**config.mk**
```make
export PLATFORM = sky130hd
export DESIGN_NAME = ring_frame_mover
export DESIGN_NICKNAME = d
export VERILOG_FILES = /design/src/rtl/rfm_pkg.sv /design/src/rtl/rfm_mem_arb.sv /design/src/rtl/rfm_tx_walker.sv /design/src/rtl/rfm_rx_walker.sv /design/src/rtl/ring_frame_mover.sv
export SDC_FILE = /design/constraint.sdc
export NUM_CORES = 1
export LEC_CHECK = 0
export ABC_AREA = 1
export BUFFER_PORTS_ARGS = -buffer_cell sky130_fd_sc_hd__buf_2
export CAP_MARGIN = 20
export CELL_PAD_IN_SITES_DETAIL_PLACEMENT = 0
export CELL_PAD_IN_SITES_GLOBAL_PLACEMENT = 2
export CORE_AREA = 2 2 199 299
export DETAILED_ROUTE_END_ITERATION = 8
export DIE_AREA = 0 0 201 301
export HOLD_SLACK_MARGIN = 0.03
export PLACE_DENSITY_LB_ADDON = 0.1
export SETUP_SLACK_MARGIN = 0.15
export SLEW_MARGIN = 40
export SYNTH_ARGS = -nofsm -noshare
export SYNTH_HDL_FRONTEND = slang
export SYNTH_SLANG_ARGS = --single-unit
```
**constraint.sdc**
```tcl
create_clock -name clk -period 4.9 [get_ports clk]
set_input_delay 0.245 -clock clk [delete_from_list [all_inputs] [get_ports clk]]
set_output_delay 0.245 -clock clk [all_outputs]
set_load 0.02 [all_outputs]
```
**src/rtl/rfm_pkg.sv**
```systemverilog
package rfm_pkg;
  localparam int ADDR_W   = 32;
  localparam int WORD_W   = 32;
  localparam int LEN_W    = 16;
  localparam int FLAG_W   = 6;
  localparam int STRIDE   = 16;
  localparam int OWN_B    = 31;
  localparam int LAST_B   = 30;

  typedef enum logic [2:0] {
    T_IDLE, T_W0, T_W1, T_W2, T_RD, T_SEND, T_WB
  } tx_st_e;

  typedef enum logic [3:0] {
    R_IDLE, R_W0, R_W1, R_W2, R_RECV, R_WDAT, R_WLEN, R_WSTS, R_ADV
  } rx_st_e;

  function automatic logic [ADDR_W-1:0] next_desc(input logic [ADDR_W-1:0] cur,
                                                  input logic [ADDR_W-1:0] base,
                                                  input logic              wrap);
    return wrap ? base : cur + ADDR_W'(STRIDE);
  endfunction

  function automatic logic [LEN_W-1:0] clamp_len(input logic [LEN_W-1:0] len,
                                                 input logic [LEN_W-1:0] lim);
    return (len > lim) ? lim : len;
  endfunction

  function automatic logic [ADDR_W-1:0] word_off(input logic [LEN_W-1:0] n);
    return ADDR_W'({n[LEN_W-1:2], 2'b00});
  endfunction

  // status field: [9] overflow, [6] address, [4:0] residual/long/short/phy/crc
  function automatic logic [WORD_W-1:0] pack_status(input logic wrap, input logic ovf,
                                                    input logic [FLAG_W-1:0] fl);
    logic [9:0] fld;
    logic [WORD_W-1:0] w;
    fld = {ovf, 2'b00, fl[5], 1'b0, fl[4:0]};
    w = '0;
    w[LAST_B] = wrap;
    w[27]     = |fld;
    w[25:16]  = fld;
    return w;
  endfunction
endpackage

```
**src/rtl/rfm_mem_arb.sv**
```systemverilog
module rfm_mem_arb
  import rfm_pkg::*;
(
  input  logic              clk,
  input  logic              rst,
  input  logic              hi_req,
  input  logic              hi_we,
  input  logic [ADDR_W-1:0] hi_addr,
  input  logic [WORD_W-1:0] hi_wdata,
  output logic              hi_done,
  input  logic              lo_req,
  input  logic              lo_we,
  input  logic [ADDR_W-1:0] lo_addr,
  input  logic [WORD_W-1:0] lo_wdata,
  output logic              lo_done,
  output logic              m_req,
  output logic              m_we,
  output logic [ADDR_W-1:0] m_addr,
  output logic [WORD_W-1:0] m_wdata,
  input  logic              m_ready
);
  logic held, held_lo, pick_lo;

  assign pick_lo = held ? held_lo : !hi_req;
  assign m_req   = pick_lo ? lo_req   : hi_req;
  assign m_we    = pick_lo ? lo_we    : hi_we;
  assign m_addr  = pick_lo ? lo_addr  : hi_addr;
  assign m_wdata = pick_lo ? lo_wdata : hi_wdata;
  assign hi_done = m_ready && !pick_lo;
  assign lo_done = m_ready &&  pick_lo;

  always_ff @(posedge clk) begin
    if (rst) begin
      held    <= 1'b0;
      held_lo <= 1'b0;
    end else if (m_ready) begin
      held <= 1'b0;
    end else if (m_req) begin
      held    <= 1'b1;
      held_lo <= pick_lo;
    end
  end

  p_mem_hold_r12: assert property (@(posedge clk) disable iff (rst)
    (m_req && !m_ready) |=> (m_req && $stable(m_addr) && $stable(m_we) && $stable(m_wdata)))
    else $error("memory request changed before ready");
endmodule

```
**src/rtl/rfm_tx_walker.sv**
```systemverilog
module rfm_tx_walker
  import rfm_pkg::*;
#(
  parameter int MAX_LEN = 1514
) (
  input  logic              clk,
  input  logic              rst,
  input  logic [ADDR_W-1:0] ring_base,
  input  logic              start,
  output logic              busy,
  output logic              req,
  output logic              we,
  output logic [ADDR_W-1:0] addr,
  output logic [WORD_W-1:0] wdata,
  input  logic [WORD_W-1:0] rdata,
  input  logic              done,
  output logic              tx_valid,
  output logic [7:0]        tx_data,
  output logic              tx_last,
  input  logic              tx_ready
);
  localparam logic [LEN_W-1:0] LIM = LEN_W'(MAX_LEN);

  tx_st_e            state;
  logic              run;
  logic [ADDR_W-1:0] cur, ptr;
  logic [WORD_W-1:0] w0, word;
  logic [LEN_W-1:0]  remain;
  logic [1:0]        lane;
  logic              beat;

  assign beat = tx_valid && tx_ready;

  always_ff @(posedge clk) begin
    if (rst) begin
      state  <= T_IDLE;
      run    <= 1'b0;
      cur    <= ring_base;
      ptr    <= '0;
      w0     <= '0;
      word   <= '0;
      remain <= '0;
      lane   <= '0;
    end else begin
      if (start) run <= 1'b1;
      case (state)
        T_IDLE: if (run) state <= T_W0;
        T_W0: if (done) begin
          if (rdata[OWN_B]) begin
            w0    <= rdata;
            state <= T_W1;
          end else begin
            run   <= start;
            state <= T_IDLE;
          end
        end
        T_W1: if (done) begin
          remain <= clamp_len(rdata[31:16], LIM);
          state  <= T_W2;
        end
        T_W2: if (done) begin
          ptr   <= rdata & ~32'd3;
          lane  <= '0;
          state <= (remain == '0) ? T_WB : T_RD;
        end
        T_RD: if (done) begin
          word  <= rdata;
          state <= T_SEND;
        end
        T_SEND: if (tx_ready) begin
          remain <= remain - 1'b1;
          lane   <= lane + 1'b1;
          if (remain == LEN_W'(1)) state <= T_WB;
          else if (lane == 2'd3) begin
            ptr   <= ptr + 32'd4;
            state <= T_RD;
          end
        end
        T_WB: if (done) begin
          cur   <= next_desc(cur, ring_base, w0[LAST_B]);
          state <= T_W0;
        end
        default: state <= T_IDLE;
      endcase
    end
  end

  always_comb begin
    req   = 1'b0;
    we    = 1'b0;
    addr  = cur;
    wdata = w0 & ~(32'd1 << OWN_B);
    case (state)
      T_W0: req = 1'b1;
      T_W1: begin req = 1'b1; addr = cur + 32'd4; end
      T_W2: begin req = 1'b1; addr = cur + 32'd8; end
      T_RD: begin req = 1'b1; addr = ptr; end
      T_WB: begin req = 1'b1; we = 1'b1; end
      default: ;
    endcase
  end

  assign busy     = run;
  assign tx_valid = (state == T_SEND);
  assign tx_data  = word[{lane, 3'b000} +: 8];
  assign tx_last  = tx_valid && (remain == LEN_W'(1));

  // bytes emitted in the current frame, for the length cap check
  logic [LEN_W-1:0] sent;
  always_ff @(posedge clk) begin
    if (rst || state == T_W0) sent <= '0;
    else if (beat) sent <= sent + 1'b1;
  end

  p_len_cap_r3: assert property (@(posedge clk) disable iff (rst) sent <= LIM)
    else $error("transmit frame longer than limit");
  p_idle_quiet_r5: assert property (@(posedge clk) disable iff (rst) !busy |-> !tx_valid)
    else $error("bytes sent while stopped");
  p_tx_hold_r2: assert property (@(posedge clk) disable iff (rst)
    (tx_valid && !tx_ready) |=> (tx_valid && $stable(tx_data) && $stable(tx_last)))
    else $error("transmit byte changed while stalled");
endmodule

```
**src/rtl/rfm_rx_walker.sv**
```systemverilog
module rfm_rx_walker
  import rfm_pkg::*;
(
  input  logic              clk,
  input  logic              rst,
  input  logic [ADDR_W-1:0] ring_base,
  input  logic              start,
  output logic              busy,
  output logic              req,
  output logic              we,
  output logic [ADDR_W-1:0] addr,
  output logic [WORD_W-1:0] wdata,
  input  logic [WORD_W-1:0] rdata,
  input  logic              done,
  input  logic              rx_valid,
  input  logic [7:0]        rx_data,
  input  logic              rx_last,
  input  logic [FLAG_W-1:0] rx_flags,
  output logic              rx_ready,
  output logic              frame_done
);
  rx_st_e            state;
  logic              run, wrap, ovf, fin;
  logic [ADDR_W-1:0] cur, bptr, wr_addr;
  logic [LEN_W-1:0]  buflen, stored;
  logic [WORD_W-1:0] stage;
  logic [2:0]        stage_n;
  logic [FLAG_W-1:0] flags;
  logic              fits, take, flush;

  assign fits  = stored < buflen;
  assign take  = rx_ready && rx_valid;
  assign flush = (fits && stored[1:0] == 2'd3) || (rx_last && (fits || stage_n != 3'd0));

  always_ff @(posedge clk) begin
    if (rst) begin
      state   <= R_IDLE;
      run     <= 1'b0;
      cur     <= ring_base;
      wrap    <= 1'b0;
      ovf     <= 1'b0;
      fin     <= 1'b0;
      bptr    <= '0;
      wr_addr <= '0;
      buflen  <= '0;
      stored  <= '0;
      stage   <= '0;
      stage_n <= '0;
      flags   <= '0;
    end else begin
      if (start) run <= 1'b1;
      case (state)
        R_IDLE: if (run) state <= R_W0;
        R_W0: if (done) begin
          if (rdata[OWN_B]) begin
            wrap  <= rdata[LAST_B];
            state <= R_W1;
          end else begin
            run   <= start;
            state <= R_IDLE;
          end
        end
        R_W1: if (done) begin
          buflen <= rdata[31:16];
          state  <= R_W2;
        end
        R_W2: if (done) begin
          bptr    <= rdata & ~32'd3;
          stored  <= '0;
          stage   <= '0;
          stage_n <= '0;
          ovf     <= 1'b0;
          fin     <= 1'b0;
          flags   <= '0;
          state   <= R_RECV;
        end
        R_RECV: if (take) begin
          if (fits) begin
            stage[{stored[1:0], 3'b000} +: 8] <= rx_data;
            stored  <= stored + 1'b1;
            stage_n <= stage_n + 1'b1;
            if (stage_n == 3'd0) wr_addr <= bptr + word_off(stored);
          end else begin
            ovf <= 1'b1;
          end
          if (rx_last) begin
            flags <= rx_flags;
            fin   <= 1'b1;
          end
          if (flush) state <= R_WDAT;
          else if (rx_last) state <= R_WLEN;
        end
        R_WDAT: if (done) begin
          stage   <= '0;
          stage_n <= '0;
          state   <= fin ? R_WLEN : R_RECV;
        end
        R_WLEN: if (done) state <= R_WSTS;
        R_WSTS: if (done) begin
          cur   <= next_desc(cur, ring_base, wrap);
          state <= R_ADV;
        end
        R_ADV: state <= R_W0;
        default: state <= R_IDLE;
      endcase
    end
  end

  always_comb begin
    req   = 1'b0;
    we    = 1'b0;
    addr  = cur;
    wdata = '0;
    case (state)
      R_W0: req = 1'b1;
      R_W1: begin req = 1'b1; addr = cur + 32'd4; end
      R_W2: begin req = 1'b1; addr = cur + 32'd8; end
      R_WDAT: begin req = 1'b1; we = 1'b1; addr = wr_addr; wdata = stage; end
      R_WLEN: begin req = 1'b1; we = 1'b1; addr = cur + 32'd4; wdata = {buflen, stored}; end
      R_WSTS: begin req = 1'b1; we = 1'b1; wdata = pack_status(wrap, ovf, flags); end
      default: ;
    endcase
  end

  assign busy       = run;
  assign rx_ready   = (state == R_RECV);
  assign frame_done = (state == R_ADV);

  p_count_fits_r8: assert property (@(posedge clk) disable iff (rst)
    (state == R_WLEN) |-> (stored <= buflen))
    else $error("stored count exceeds buffer length");
  p_done_pulse_r10: assert property (@(posedge clk) disable iff (rst)
    frame_done |=> !frame_done)
    else $error("frame done wider than one cycle");
  p_no_take_r11: assert property (@(posedge clk) disable iff (rst)
    !busy |-> !rx_ready)
    else $error("accepting bytes while stopped");
endmodule

```
**src/rtl/ring_frame_mover.sv**
```systemverilog
module ring_frame_mover
  import rfm_pkg::*;
#(
  parameter int TX_MAX_LEN = 1514
) (
  input  logic              clk,
  input  logic              rst,
  input  logic [ADDR_W-1:0] tx_ring_base,
  input  logic [ADDR_W-1:0] rx_ring_base,
  input  logic              tx_start,
  input  logic              rx_start,
  output logic              tx_busy,
  output logic              rx_busy,
  output logic              mem_req,
  output logic              mem_we,
  output logic [ADDR_W-1:0] mem_addr,
  output logic [WORD_W-1:0] mem_wdata,
  input  logic [WORD_W-1:0] mem_rdata,
  input  logic              mem_ready,
  output logic              tx_valid,
  output logic [7:0]        tx_data,
  output logic              tx_last,
  input  logic              tx_ready,
  input  logic              rx_valid,
  input  logic [7:0]        rx_data,
  input  logic              rx_last,
  input  logic [FLAG_W-1:0] rx_flags,
  output logic              rx_ready,
  output logic              rx_frame_done
);
  logic              t_req, t_we, t_done, r_req, r_we, r_done;
  logic [ADDR_W-1:0] t_addr, r_addr;
  logic [WORD_W-1:0] t_wdata, r_wdata;

  rfm_tx_walker #(.MAX_LEN(TX_MAX_LEN)) u_tx (
    .clk(clk), .rst(rst), .ring_base(tx_ring_base), .start(tx_start), .busy(tx_busy),
    .req(t_req), .we(t_we), .addr(t_addr), .wdata(t_wdata), .rdata(mem_rdata), .done(t_done),
    .tx_valid(tx_valid), .tx_data(tx_data), .tx_last(tx_last), .tx_ready(tx_ready)
  );

  rfm_rx_walker u_rx (
    .clk(clk), .rst(rst), .ring_base(rx_ring_base), .start(rx_start), .busy(rx_busy),
    .req(r_req), .we(r_we), .addr(r_addr), .wdata(r_wdata), .rdata(mem_rdata), .done(r_done),
    .rx_valid(rx_valid), .rx_data(rx_data), .rx_last(rx_last), .rx_flags(rx_flags),
    .rx_ready(rx_ready), .frame_done(rx_frame_done)
  );

  rfm_mem_arb u_arb (
    .clk(clk), .rst(rst),
    .hi_req(r_req), .hi_we(r_we), .hi_addr(r_addr), .hi_wdata(r_wdata), .hi_done(r_done),
    .lo_req(t_req), .lo_we(t_we), .lo_addr(t_addr), .lo_wdata(t_wdata), .lo_done(t_done),
    .m_req(mem_req), .m_we(mem_we), .m_addr(mem_addr), .m_wdata(mem_wdata), .m_ready(mem_ready)
  );

  p_reset_quiet_r1: assert property (@(posedge clk) $past(rst) |-> (!mem_req && !tx_valid && !rx_frame_done))
    else $error("activity right after reset");
endmodule

```
==> metrics.yaml <==
yosysTopAreaCellShare_pct: 25.02
cts_buffer_depth: 3
cts_made_buffers: 38
syn_avg_cell_area_sq_um: 6.639
holdCritPathClass: "input pin to flip-flop"
ys_types: 65
core_sq_um: 57700
syn_nets: 3273
initial_core_util_pct: 35.77
worst_slew_pin_slew_ns: 0.7562
netlist_area_sq_um: 20640
antenna_found_initial: 1
synth_common_cells: "nand2_1 (600), o21ai_0 (360), nor2_1 (331)"
dpl.cell_count: 3955
tritoncts: "built"
yosys_warnings: 0
synth_most_common_cell: "nand2_1"
worstPathArrival_ns: 3.87
setup_viol: 0
drive_gt1_share_pct: 11.01
htreeDepth: 2
synth-edff-count: 64
async_reset_ff_share_pct: 0
clock_sinks: 322
std_cell_rows: 108
clk_pin_slew_ns: 0.06
synthCells: 3109
dp_hpwl_um: 71100
finalNetCount: 3460
fin_skew_ns: 0.01765
outcome: "finished clean"
cap_viol_max_count: 0
synthTopCellsByArea: "dfxtp_1 (25%), nand2_1 (11%), edfxtp_1 (9.3%), o21ai_0 (8.7%), a21oi_1 (7.8%)"
max_freq_mhz: 242.7
synth_top_cell_by_area: "dfxtp_1"
ir_drop_mv: 0.3108
io_buffers: 197
avgViaCountPerCell: 5.474
postRouteAntennaNets: 0
drc: 0
p_leak_nw: 9.569
holdWs_ns: 0.04415
die_w_um: 201
holdBufCountCts: 71
grt_max_degree: 78
postRouteWirelength_um: 94270
hold_viol_final: 0
io-pin-count: 198
grt_pass1_vias: 21891
worst-setup-path-type: "flip-flop to output pin"
rrSetupSlack_ns: 1.72
fin_crit_ns: 4.120
setup_tns_ns: 0
grt_pass1_wl_um: 139000
dr.first_iter.drc_count: 1540
path_max_fanout: 18
worst_setup_path_start_kind: "flip-flop"
n_fill_cell: 6301
p_per_area_nw_per_um2: 370.6
fin_crit_sh_pct: 84.08
clk_latency_ns: 0.57
drt_pre_antenna_iters: 6
area_growth_pct: 17.14
num_vias: 22412
place_congestion: 0.9208
design.die.area_sq_um: 60500
drv_slew: 0
synth_seq_cells: 322
max-slew-margin-rel_pct: 49.28
die_y_um: 301
post_cts_buffers: 0
final_cells: 4094
endpoint_kind: "output pin"
ys_seq_area_share_pct: 34.34
rsz0062_at_grt: "false"
antenna_cells: 0
wl_per_cell_um: 23.03
worstPathRequired_ns: 4.66
gr-total-overflow: 0
synthFlopType: "dfxtp_1"
cts_root_buf: "clkbuf_16"
track_usage_pct: 30.46
cts.repair.resized: 0
-- stage by stage --
stage / util [%] / total power [W] / setup WS, ns / cell area, sq um
floorplan: - / 0.004807 / 1.637 / 20640
global placement: 38.46 / 0.006053 / 0.9005 / 22190
detailed placement: 38.50 / 0.006059 / 1.375 / 22220
CTS: 41.88 / 0.009025 / 0.7669 / 24170
global route: 41.90 / 0.009367 / 0.6198 / 24180
finish: 41.90 / 0.008960 / 0.7802 / 24180
-- area by class of cell --
cell class / count / area (sq um) / area share (%)
clock inverters: 11 / 82.58 / 0.3416
clock buffers: 57 / 1157 / 4.787
inverters: 346 / 1301 / 5.382
flip-flops and latches: 322 / 7087 / 29.31
well taps: 770 / 963.4 / 3.985
multi-input cells: 2291 / 11670 / 48.26
repair buffers: 297 / 1918 / 7.934
-- critical path, stage by stage, from the launching register on --
cell and delay [ns]:
dfxtp_1 0.39, inv_1 0.13, nand3_1 0.09, buf_4 0.23, nand2_1 0.38, nor2_2 0.49, inv_2 0.27, o21ai_1 0.18
nor2_1 0.17, nand2_1 0.11, a21oi_1 0.04, o21ai_0 0.41, nand2_1 0.17, inv_1 0.08, buf_2 0.16
-- logic make-up (layout without fill, tap and decap cells) --
family | after synthesis | after routing | synth area share [%]
buffers and inverters | 496 | 711 | 9.360
muxes | 7 | 7 | 0.3819
xor gates and xnor gates | 72 | 72 | 3.055
adders and majority gates | 46 | 46 | 2.825
and+or+nand+nor | 1314 | 1314 | 27.41
AOI/OAI and AO/OA | 852 | 852 | 22.64
DFF | 322 | 322 | 34.34
-- placed cells by master (no fill, tap or decap), types with 5 or more instances in the layout --
cell,n
nand2_1,598
o21ai_0,359
nor2_1,329
inv_1,325
a21oi_1,320
dfxtp_1,258
buf_2,197
nand3_1,178
nor3_1,84
dlygate4sd3_1,71
edfxtp_1,64
nand4_1,62
xor2_1,58
ha_1,45
clkbuf_16,42
a31oi_1,30
buf_4,28
o211ai_1,24
o21ai_1,20
inv_2,18
o22ai_1,18
a221oi_1,15
xnor2_1,14
nor2_2,12
nor4_1,12
o221ai_1,11
clkbuf_1,10
clkinv_2,9
nand2_2,8
or2_2,7
a211oi_1,7
a32o_1,7
mux2_2,7
nand2_4,6
nor2_4,5
o21ai_2,5
a21o_1,5
clkbuf_8,5
-- power breakdown --
group,total (W),switching (W),internal (W)
Combinational,0.00301,0.00221,0.000803
Sequential,0.00307,0.000187,0.00288
Clock,0.00289,0.00124,0.00164
Total,0.00896,0.00364,0.00532
-- worst paths after layout --
kind | endpoint | startpoint | cells past startpoint
worst min-delay path | u_tx.cur[10] | tx_ring_base[10] | 3
worst max register to register | u_rx.wr_addr[18] | u_rx.state[2] | 12
worst max-delay path | mem_addr[12] | u_tx.state[2] | 14
worst min register to register | u_tx.w0[3] | u_tx.w0[3] | 2
-- sequential cells by signal, summed over array words and instances, names as in the netlist, 3 cells and up --
name / flops
u_rx.cur: 32
u_rx.stage: 32
u_tx.cur: 32
u_tx.word: 32
u_tx.w0: 31
u_rx.bptr: 30
u_rx.wr_addr: 30
u_tx.ptr: 30
u_rx.buflen: 16
u_rx.stored: 16
u_tx.remain: 16
u_rx.flags: 6
u_rx.state: 4
u_rx.stage_n: 3
u_tx.state: 3
-- routing by layer --
metal  global-route usage [%]  part of all wire (%)  vias to the layer above
met3                    3.225                   4.7                      188
met1                    35.87                    40                    10548
met5                        0                     0                        -
li1                         -                     -                    10896
met2                    55.00                    50                      780
met4                    14.90                   5.3                        0
Note: power is estimated with default switching activity, not from simulation.
